--- src/rtl/mbox_pkg.sv ---
package mbox_pkg;
  localparam int ADDR_W = 9;

  typedef enum logic [2:0] {
    RGN_CTRL = 3'd0,
    RGN_MSG  = 3'd1,
    RGN_FULL = 3'd2,
    RGN_CNT  = 3'd3
  } region_e;

  typedef enum logic [1:0] {
    USEL_NONE   = 2'd0,
    USEL_STATUS = 2'd1,
    USEL_EN_SET = 2'd2,
    USEL_EN_CLR = 2'd3
  } usel_e;
endpackage

--- src/rtl/mbox_fifo.sv ---
module mbox_fifo #(
  parameter int DW    = 32,
  parameter int DEPTH = 4,
  localparam int PW = (DEPTH > 1) ? $clog2(DEPTH) : 1,
  localparam int CW = $clog2(DEPTH + 1)
) (
  input  logic          clk_i,
  input  logic          rst_ni,
  input  logic          push_i,
  input  logic          pop_i,
  input  logic [DW-1:0] wdata_i,
  output logic [DW-1:0] head_o,
  output logic [CW-1:0] count_o,
  output logic          full_o,
  output logic          empty_o
);
  logic [DW-1:0] mem_q [DEPTH];
  logic [PW-1:0] wr_q, rd_q;
  logic [CW-1:0] cnt_q;
  logic do_push, do_pop;

  assign full_o  = (cnt_q == CW'(DEPTH));
  assign empty_o = (cnt_q == '0);
  assign count_o = cnt_q;
  assign head_o  = empty_o ? '0 : mem_q[rd_q];

  assign do_push = push_i && !full_o;
  assign do_pop  = pop_i && !empty_o;

  function automatic logic [PW-1:0] nxt(input logic [PW-1:0] p);
    return (p == PW'(DEPTH - 1)) ? '0 : p + 1'b1;
  endfunction

  always_ff @(posedge clk_i or negedge rst_ni) begin
    if (!rst_ni) begin
      wr_q  <= '0;
      rd_q  <= '0;
      cnt_q <= '0;
    end else begin
      if (do_push) wr_q <= nxt(wr_q);
      if (do_pop)  rd_q <= nxt(rd_q);
      if (do_push && !do_pop)      cnt_q <= cnt_q + 1'b1;
      else if (do_pop && !do_push) cnt_q <= cnt_q - 1'b1;
    end
  end

  always_ff @(posedge clk_i) begin
    if (do_push) mem_q[wr_q] <= wdata_i;
  end

  assert_no_overflow_R2: assert property (@(posedge clk_i) disable iff (!rst_ni)
    (full_o && push_i && !pop_i) |=> $stable(count_o));
  assert_empty_pop_R3: assert property (@(posedge clk_i) disable iff (!rst_ni)
    (empty_o && pop_i && !push_i) |=> (count_o == '0));
  assert_count_bound_R3: assert property (@(posedge clk_i) disable iff (!rst_ni)
    count_o <= CW'(DEPTH));
endmodule

--- src/rtl/mbox_user_irq.sv ---
module mbox_user_irq #(
  parameter int NB = 16
) (
  input  logic          clk_i,
  input  logic          rst_ni,
  input  logic [NB-1:0] cond_i,
  input  logic          st_clr_we_i,
  input  logic          en_set_we_i,
  input  logic          en_clr_we_i,
  input  logic [NB-1:0] wdata_i,
  output logic [NB-1:0] status_o,
  output logic [NB-1:0] enable_o,
  output logic          irq_o
);
  logic [NB-1:0] st_q, en_q;

  always_ff @(posedge clk_i or negedge rst_ni) begin
    if (!rst_ni) begin
      st_q <= '0;
      en_q <= '0;
    end else begin
      // clear has priority; level condition re-sets on later cycles
      st_q <= st_clr_we_i ? (st_q & ~wdata_i) : (st_q | cond_i);
      if (en_set_we_i)      en_q <= en_q | wdata_i;
      else if (en_clr_we_i) en_q <= en_q & ~wdata_i;
    end
  end

  assign status_o = st_q;
  assign enable_o = en_q;
  assign irq_o    = |(st_q & en_q);

  assert_level_set_R5: assert property (@(posedge clk_i) disable iff (!rst_ni)
    !st_clr_we_i |=> ((status_o & $past(cond_i)) == $past(cond_i)));
  assert_w1c_R7: assert property (@(posedge clk_i) disable iff (!rst_ni)
    st_clr_we_i |=> ((status_o & $past(wdata_i)) == '0));
  assert_en_set_R8: assert property (@(posedge clk_i) disable iff (!rst_ni)
    en_set_we_i |=> ((enable_o & $past(wdata_i)) == $past(wdata_i)));
  assert_en_clr_R8: assert property (@(posedge clk_i) disable iff (!rst_ni)
    en_clr_we_i |=> ((enable_o & $past(wdata_i)) == '0));
endmodule

--- src/rtl/mbox_top.sv ---
module mbox_top
  import mbox_pkg::*;
#(
  parameter int          NUM_FIFOS = 8,
  parameter int          NUM_USERS = 3,
  parameter int          DEPTH     = 4,
  parameter logic [31:0] REVISION  = 32'h0001_0200
) (
  input  logic                 clk_i,
  input  logic                 rst_ni,
  input  logic                 req_i,
  input  logic                 we_i,
  input  logic [ADDR_W-1:0]    addr_i,
  input  logic [31:0]          wdata_i,
  output logic [31:0]          rdata_o,
  output logic [NUM_USERS-1:0] irq_o
);
  localparam int DW  = 32;
  localparam int NB  = 2 * NUM_FIFOS;
  localparam int CW  = $clog2(DEPTH + 1);
  localparam int FIW = (NUM_FIFOS > 1) ? $clog2(NUM_FIFOS) : 1;
  localparam int UIW = (NUM_USERS > 1) ? $clog2(NUM_USERS) : 1;

  region_e     region;
  usel_e       usel;
  logic [3:0]  fidx, uidx;
  logic        f_ok, u_ok, u_rgn;
  logic [FIW-1:0] fsel;
  logic [UIW-1:0] usel_idx;

  assign region   = region_e'(addr_i[8:6]);
  assign fidx     = addr_i[5:2];
  assign uidx     = addr_i[7:4];
  assign usel     = usel_e'(addr_i[3:2]);
  assign u_rgn    = addr_i[8];
  assign f_ok     = (int'(fidx) < NUM_FIFOS);
  assign u_ok     = u_rgn && (int'(uidx) < NUM_USERS);
  assign fsel     = fidx[FIW-1:0];
  assign usel_idx = uidx[UIW-1:0];

  logic unused_bits;
  assign unused_bits = ^{addr_i[1:0], wdata_i};

  logic [DW-1:0]  head  [NUM_FIFOS];
  logic [CW-1:0]  cnt   [NUM_FIFOS];
  logic [NUM_FIFOS-1:0] full, empty;
  logic [NB-1:0]  cond;
  logic [NB-1:0]  st  [NUM_USERS];
  logic [NB-1:0]  en  [NUM_USERS];

  logic msg_acc;
  assign msg_acc = req_i && !u_rgn && (region == RGN_MSG) && f_ok;

  for (genvar m = 0; m < NUM_FIFOS; m++) begin : g_fifo
    logic hit;
    assign hit = msg_acc && (fidx == 4'(m));
    mbox_fifo #(.DW(DW), .DEPTH(DEPTH)) i_fifo (
      .clk_i   (clk_i),
      .rst_ni  (rst_ni),
      .push_i  (hit && we_i),
      .pop_i   (hit && !we_i),
      .wdata_i (wdata_i),
      .head_o  (head[m]),
      .count_o (cnt[m]),
      .full_o  (full[m]),
      .empty_o (empty[m])
    );
    assign cond[2*m]   = !empty[m];
    assign cond[2*m+1] = !full[m];
  end

  for (genvar u = 0; u < NUM_USERS; u++) begin : g_user
    logic wr_hit;
    assign wr_hit = req_i && we_i && u_rgn && (uidx == 4'(u));
    mbox_user_irq #(.NB(NB)) i_irq (
      .clk_i       (clk_i),
      .rst_ni      (rst_ni),
      .cond_i      (cond),
      .st_clr_we_i (wr_hit && (usel == USEL_STATUS)),
      .en_set_we_i (wr_hit && (usel == USEL_EN_SET)),
      .en_clr_we_i (wr_hit && (usel == USEL_EN_CLR)),
      .wdata_i     (wdata_i[NB-1:0]),
      .status_o    (st[u]),
      .enable_o    (en[u]),
      .irq_o       (irq_o[u])
    );
  end

  always_comb begin
    rdata_o = '0;
    if (u_rgn) begin
      if (u_ok) begin
        unique case (usel)
          USEL_STATUS:             rdata_o = DW'(st[usel_idx]);
          USEL_EN_SET, USEL_EN_CLR: rdata_o = DW'(en[usel_idx]);
          default:                 rdata_o = '0;
        endcase
      end
    end else begin
      unique case (region)
        RGN_CTRL: if (fidx == '0) rdata_o = REVISION;
        RGN_MSG:  if (f_ok) rdata_o = head[fsel];
        RGN_FULL: if (f_ok) rdata_o = DW'(full[fsel]);
        RGN_CNT:  if (f_ok) rdata_o = DW'(cnt[fsel]);
        default:  rdata_o = '0;
      endcase
    end
  end

  assert_irq_low_in_reset_R10: assert property (@(posedge clk_i)
    !rst_ni |-> (irq_o == '0));
  assert_unmapped_read_R11: assert property (@(posedge clk_i) disable iff (!rst_ni)
    (u_rgn && !u_ok) |-> (rdata_o == '0));
endmodule

--- config.mk ---
export PLATFORM = sky130hd
export DESIGN_NAME = mbox_top
export DESIGN_NICKNAME = d
export VERILOG_FILES = /design/src/rtl/mbox_pkg.sv /design/src/rtl/mbox_fifo.sv /design/src/rtl/mbox_user_irq.sv /design/src/rtl/mbox_top.sv
export SDC_FILE = /design/constraint.sdc
export NUM_CORES = 1
export LEC_CHECK = 0
export CORE_MARGIN = 4
export CORE_UTILIZATION = 30
export CTS_BUF_LIST = sky130_fd_sc_hd__clkbuf_8
export DETAILED_ROUTE_END_ITERATION = 16
export PLACE_DENSITY = 0.5
export SLEW_MARGIN = 20
export SYNTH_ARGS = -nofsm -noshare
export SYNTH_HDL_FRONTEND = slang
export SYNTH_SLANG_ARGS = --single-unit
--- constraint.sdc ---
create_clock -name clk_i -period 7.21 [get_ports clk_i]
set_input_delay 2.163 -clock clk_i [delete_from_list [all_inputs] [get_ports clk_i]]
set_output_delay 2.163 -clock clk_i [all_outputs]
set_load 0.02 [all_outputs]
# Word level (Yosys, flattened, before mapping)
# Memory sizes are Yosys's and may differ from the RTL's.
# Index checks and enable logic that the tools add are counted.
# W data, S select, Z words.
# totals
reg_bits	152
ramBits	1024
input_bits	45
output_inout_bits	35
wordCells	353
n_memories	8
# memory_table
memory	depth	word_bits	rd	rd_clocked_by_memory_dff	wr	line_no	source
g_fifo[0].i_fifo.mem_q	4	32	1	0	1	mbox_fifo.sv:17	logic [DW-1:0] mem_q [DEPTH];
g_fifo[1].i_fifo.mem_q	4	32	1	0	1	mbox_fifo.sv:17	
g_fifo[2].i_fifo.mem_q	4	32	1	0	1	mbox_fifo.sv:17	
g_fifo[3].i_fifo.mem_q	4	32	1	0	1	mbox_fifo.sv:17	
g_fifo[4].i_fifo.mem_q	4	32	1	0	1	mbox_fifo.sv:17	
g_fifo[5].i_fifo.mem_q	4	32	1	0	1	mbox_fifo.sv:17	
2 more memories	n/a	n/a	n/a	n/a	n/a	n/a	
# classes
n_addsub	32
n_lt_le_gt_ge	5
eq_ne	39
n_mux	87
bitwise	18
reduce_logical	134
# ops
op	n
$mux W32	12
$mux W16	14
$and A16 B16 Y16	9
$pmux W32 S4	1
$bmux W32 S3	1
$or A16 B16 Y16	6
$logic_and A1 B1 Y1	74
$bmux W16 S2	2
$mux W3	19
$reduce_or A16 Y1	3
$eq A2 B2 Y1 const B	18
$logic_not A1 Y1	34
$add A2 B1 Y2 const B	16
$mux W2	16
$pmux W16 S2	1
$logic_not A3 Y1	9
$add A3 B1 Y3 const B	8
$eq A3 B3 Y1 const B	8
$sub A3 B1 Y3 const B	8
$reduce_bool A2 Y1	11
$mux W1	18
$mux W17	1
$eq A4 B3 Y1 const B	4
$not A16 Y16	1
16 further kinds	21

# Logic depth before layout (Yosys ltp)
# Gate-level depths: netlist (run 1).
# logic_depth
word_depth	11
depth_mapped	12
depth_no_buf	11

# Cells and area by module
# Synthesis (run 1) repeated with hierarchy kept, for this count alone.
# unflattened
hier_cells	2641
area_unflattened_um2	49875.3
# modules_own_cells
module	instances	cells_per_inst	area_each_um2	seq_area_each_um2
mbox_fifo	8	240	5280.1	4018.9
mbox_user_irq	3	127	1375.1	800.8
mbox_top	1	340	3509.6	0.0

# Least setup slack after synthesis (run 1)
# Ideal clock, no wire load.
# synth_timing
path_kind	input -> output
startpoint	input port addr_i[3]
endpoint	output port rdata_o[17]
arrival_ps	3863
required_time_ps	5047
path_slack_ps	1184
path_stages	6
n_path_buf	4
cell_sequence	buf_2 > buf_1 > clkbuf_1 > clkbuf_1 > a221oi_1 > o31ai_1
# synth_via
elab_chain_len	7
elab_cells_between_ends	8
cone_classes	order compare: 1; mux: 6; bitwise: 1
# synth_lines
item	line_no	source
start, declared	mbox_top.sv:13	input logic [ADDR_W-1:0] addr_i,
$not A3 Y4 (not written as such)	mbox_top.sv:102	RGN_MSG: if (f_ok) rdata_o = head[fsel];
$bmux W32 S3	mbox_top.sv:102	
$mux W32 (not written as such) (2 in a row)	mbox_top.sv:102	
$mux W32 *	mbox_top.sv:102	
$pmux W32 S4 *	mbox_top.sv:100	unique case (region)
$mux W32 *	mbox_top.sv:91	if (u_rgn) begin
end, declared	mbox_top.sv:15	output logic [31:0] rdata_o,
# Every way passes the cells marked *; elsewhere a longest branch is shown, timed or not. The select of a mux whose other input is x is not followed.

# Worst setup path in the final report (run 1)
# layout_timing
startpoint	input port addr_i[4]
endpoint	output port rdata_o[10]
# layout_via
elab_chain_len	7
elab_cells_between_ends	19
cone_classes	order compare: 2; mux: 14; bitwise: 2; reduce/logical: 1
# layout_lines
item	line_no
$not A3 Y4 (not written as such) / $not A2 Y3 (equally long branches)	mbox_top.sv:102, mbox_top.sv:94, mbox_top.sv:95
$bmux W32 S3 (tied with other cells)	mbox_top.sv:102
$mux W32 (not written as such) (tied with other cells) (2 in a row)	mbox_top.sv:102
$mux W32 / $pmux W16 S2 (equally long branches)	mbox_top.sv:102, mbox_top.sv:93
$pmux W32 S4 / $mux W16 (equally long branches)	mbox_top.sv:100, mbox_top.sv:92
$mux W32 *	mbox_top.sv:91
# Marks and branches as above.

==> flow_summary.ini, run 1 <==
[run_status]
status = finished, final reports clean

[synth]
synth_edf_count = 1024
syn_area_um2 = 48000
synth_top_flop_cell = edfxtp_1
postSynth.asyncResetShare_pct = 12.9
yosysTopAreaCell = edfxtp_1
syn_inst = 2574
avgSynthCellArea_um2 = 18.6
synth_seq_cells = 1176
synth.distinct_cells = 65
yosysSeqAreaShare_pct = 72.0
synthTopCellsByCount = 1024 x edfxtp_1, 248 x mux4_2, 163 x a21oi_1
synth.most_common_cell = edfxtp_1
yosys_warnings = 0
synth_nets = 2675
synthTopCellsByArea = edfxtp_1 64%, mux4_2 12%, dfrtp_1 7.9%
synth_top_area_share_pct = 64.1

[setup_path]
worst_setup_path_end_kind = output pin
crit_required_ns = 5.05
crit_fanout = 40
cp_data_arrival_time_ns = 5.01
critPathLaunchType = input port
critPathKind = input port to output pin

[cells_and_area]
regArea_um2 = 34600
fillers = 14856
area_growth_pct = 15.7
fin_nets = 2937
drive_gt1_share_pct = 27.9
multiInputGateArea_um2 = 12700

[die]
rows = 146
die_h_um = 408
core_area_um2 = 159000
die_w_um = 408
initial_core_util_pct = 30.2
dieArea_um2 = 166000
ios = 80

[timing]
period_needed_ns = 7.17
skew_ns = 0.0656
tns_ns = 0
rsz0062_at_grt = no
maxSlewHeadroom_pct = 25.7
max_freq_mhz = 139
worst_slew_pin_slew_ns = 1.11
final_hold_viol_count = 0
period_share_pct = 99.5
maxSlewViolCount = 0
setup_violations = 0

[clock_network]
cts-root-buf = clkbuf_8
cts_buffers = 196
cts.reportedPaths.clkPinSlew_ns = 0.06
cts_max_path_buffers = 3
cts_tree = done
insertion_delay_ns = 0.89
h-tree-depth = 4
cts_post_setup_buffers_inserted = 0
clock_sinks = 1176
hold_buffers = 0

[power]
switching_share_pct = 24.5
power_density_nw_per_um2 = 250
p_leak_nw = 18.4
vdd_drop_max_v = 0.000170
comb_power_share_pct = 6.4
p_total_mw = 13.9
power.switching_mw = 3.41
clockPowerShare_pct = 39.5
p_seq_share_pct = 54.1
intPower_mw = 10.5

[global_routing]
grt_pass1_vias = 28098
grt.total_usage_pct = 17.7
antenna_found_initial = 4
grt_max_degree = 76
grt_first_pass_wirelength_mm = 211
grt.overflow.total = 0

[placement]
io_buffers = 77
gp_congestion = 0.896
place_hpwl_mm = 91.5

[routing]
drc_errors = 0
dr_total_vias = 26872
routed_wl_mm = 149
vias_per_cell = 5.30
drt_first_iter_violations = 2452
ant_nets = 0
firstDrtPassIters = 7
wl_per_cell_um = 29.3

[flow_run]
cap_violations = 0

[worst_hold_path]
hp-class = flop to flop
stage by stage:
stage / cells / cell area (um2) / setup WS [ns] / util, % / hold slack (ns)
2_1_floorplan: 2574 / 48000 / 1.18 / - / 0.463
3_3_place_gp: 4708 / 51900 / -0.229 / 32.7 / 0.502
3_5_place_dp: 4710 / 52000 / -0.210 / 32.7 / 0.507
4_1_cts: 5070 / 55600 / 0.0480 / 35.0 / 0.518
5_1_grt: 5072 / 55600 / 0.0168 / 35.0 / 0.530
6_report: 5072 / 55600 / 0.0382 / 35.0 / 0.520
power groups by stage:
stage / Combinational, mW / Sequential, mW / Clock, mW
2_1_floorplan: 0.398 / 7.61 / 0
3_3_place_gp: 0.876 / 7.64 / 0
3_5_place_dp: 0.893 / 7.64 / 0
4_1_cts: 0.896 / 7.50 / 5.63
5_1_grt: 0.938 / 7.50 / 5.95
6_report: 0.891 / 7.50 / 5.48
sequential cells by signal, indices dropped and copies added, names as in the netlist, named ones only:
name / count
g_fifo.i_fifo.count_o: 24
g_fifo.i_fifo.mem_q: 1024
g_fifo.i_fifo.rd_q: 16
g_fifo.i_fifo.wr_q: 16
g_user.i_irq.status_o: 48
placed cells by master, fill, tap and decap left out, types with 10 or more instances in the layout:
cell             count
a211o_1             10
a21oi_1            163
a221oi_1            75
a22o_1              40
a22oi_1             17
a32oi_1             15
and2_2              18
and2_4              14
buf_12              16
buf_2               19
buf_4              161
clkbuf_8           209
clkdlybuf4s50_1     24
clkinv_1            37
clkinv_2            15
dfrtp_1            136
dfrtp_2             16
edfxtp_1          1024
ha_1                48
inv_1              116
mux2_2              47
mux2_4              20
mux2i_1             57
mux4_2             248
nand2_1             76
nand2_2             10
nand3_1             15
nor2_1              73
nor3_1              34
o21ai_0             21
o22ai_1             10
o2bb2ai_1           27
or3_1               15
xor2_1              16
final cells by class:
cell class | count | share of cell area (%)
multi-input combinational | 1202 | 22.9
timing repair buffer | 227 | 3.48
clock buffer | 209 | 5.18
clock inverter | 151 | 1.35
sequential | 1176 | 62.2
tap | 2072 | 4.67
inverter | 33 | 0.223
antenna | 2 | 0.00901
worst max-delay path, cell delays in order:
cell	delay [ns]
clkdlybuf4s50_1	0.50
buf_12	0.23
or2_2	0.43
nor2_1	0.25
buf_4	0.19
o31ai_1	0.08
nor4_1	0.51
buf_4	0.19
a221o_1	0.25
buf_4	0.20
kinds of logic (layout without fill, tap and decap cells):
logic type | after synthesis | in the layout | synth area share [%]
buf+inv | 196 | 620 | 1.76
xor+xnor | 24 | 24 | 0.438
flops | 1176 | 1176 | 72.0
compound gates | 423 | 423 | 6.11
simple gates | 327 | 327 | 3.57
other cells | 0 | 2 | 0
mux | 372 | 372 | 14.6
fa+ha+maj | 56 | 56 | 1.58
worst paths after layout:
kind / start / end / slack (ns) / cells past startpoint
worst max-delay path: addr_i[4] / rdata_o[10] / 0.04 / 10
worst min-delay path: g_fifo[5].i_fifo.count_o[2] / g_fifo[5].i_fifo.count_o[2] / 0.52 / 1
min in group asynchronous: rst_ni / g_fifo[2].i_fifo.wr_q[0] / 1.31 / 1
worst min register to register: g_fifo[5].i_fifo.count_o[2] / g_fifo[5].i_fifo.count_o[2] / 0.52 / 1
worst max register to register: g_fifo[0].i_fifo.count_o[1] / g_fifo[0].i_fifo.mem_q[2][15] / 4.28 / 5
max in group asynchronous: rst_ni / g_fifo[4].i_fifo.rd_q[1] / 4.57 / 2
layer usage:
metal / track usage (%) / up-vias / wire length, um
met5: 0 / - / 16
met4: 4.83 / 2 / 3400
met1: 24.1 / 14506 / 63800
li1: - / 11093 / -
met3: 3.76 / 221 / 10100
met2: 28.6 / 1050 / 71300
what timing repair did:
action | 4_1_cts | 5_1_grt
pin swaps | 1 | 0
hold endpoints to repair | 0 | 0
setup endpoints to repair | 6 | 1
gates resized for setup | 8 | 1
No activity file was read; power rests on OpenSTA's default activity.
==> run 2: changes to the inputs <==
Settings changed: ABC_CLOCK_PERIOD_IN_PS set to 7210.
==> results of run 2 <==
Final layout, timing and power as in run 1 (identical DEF).
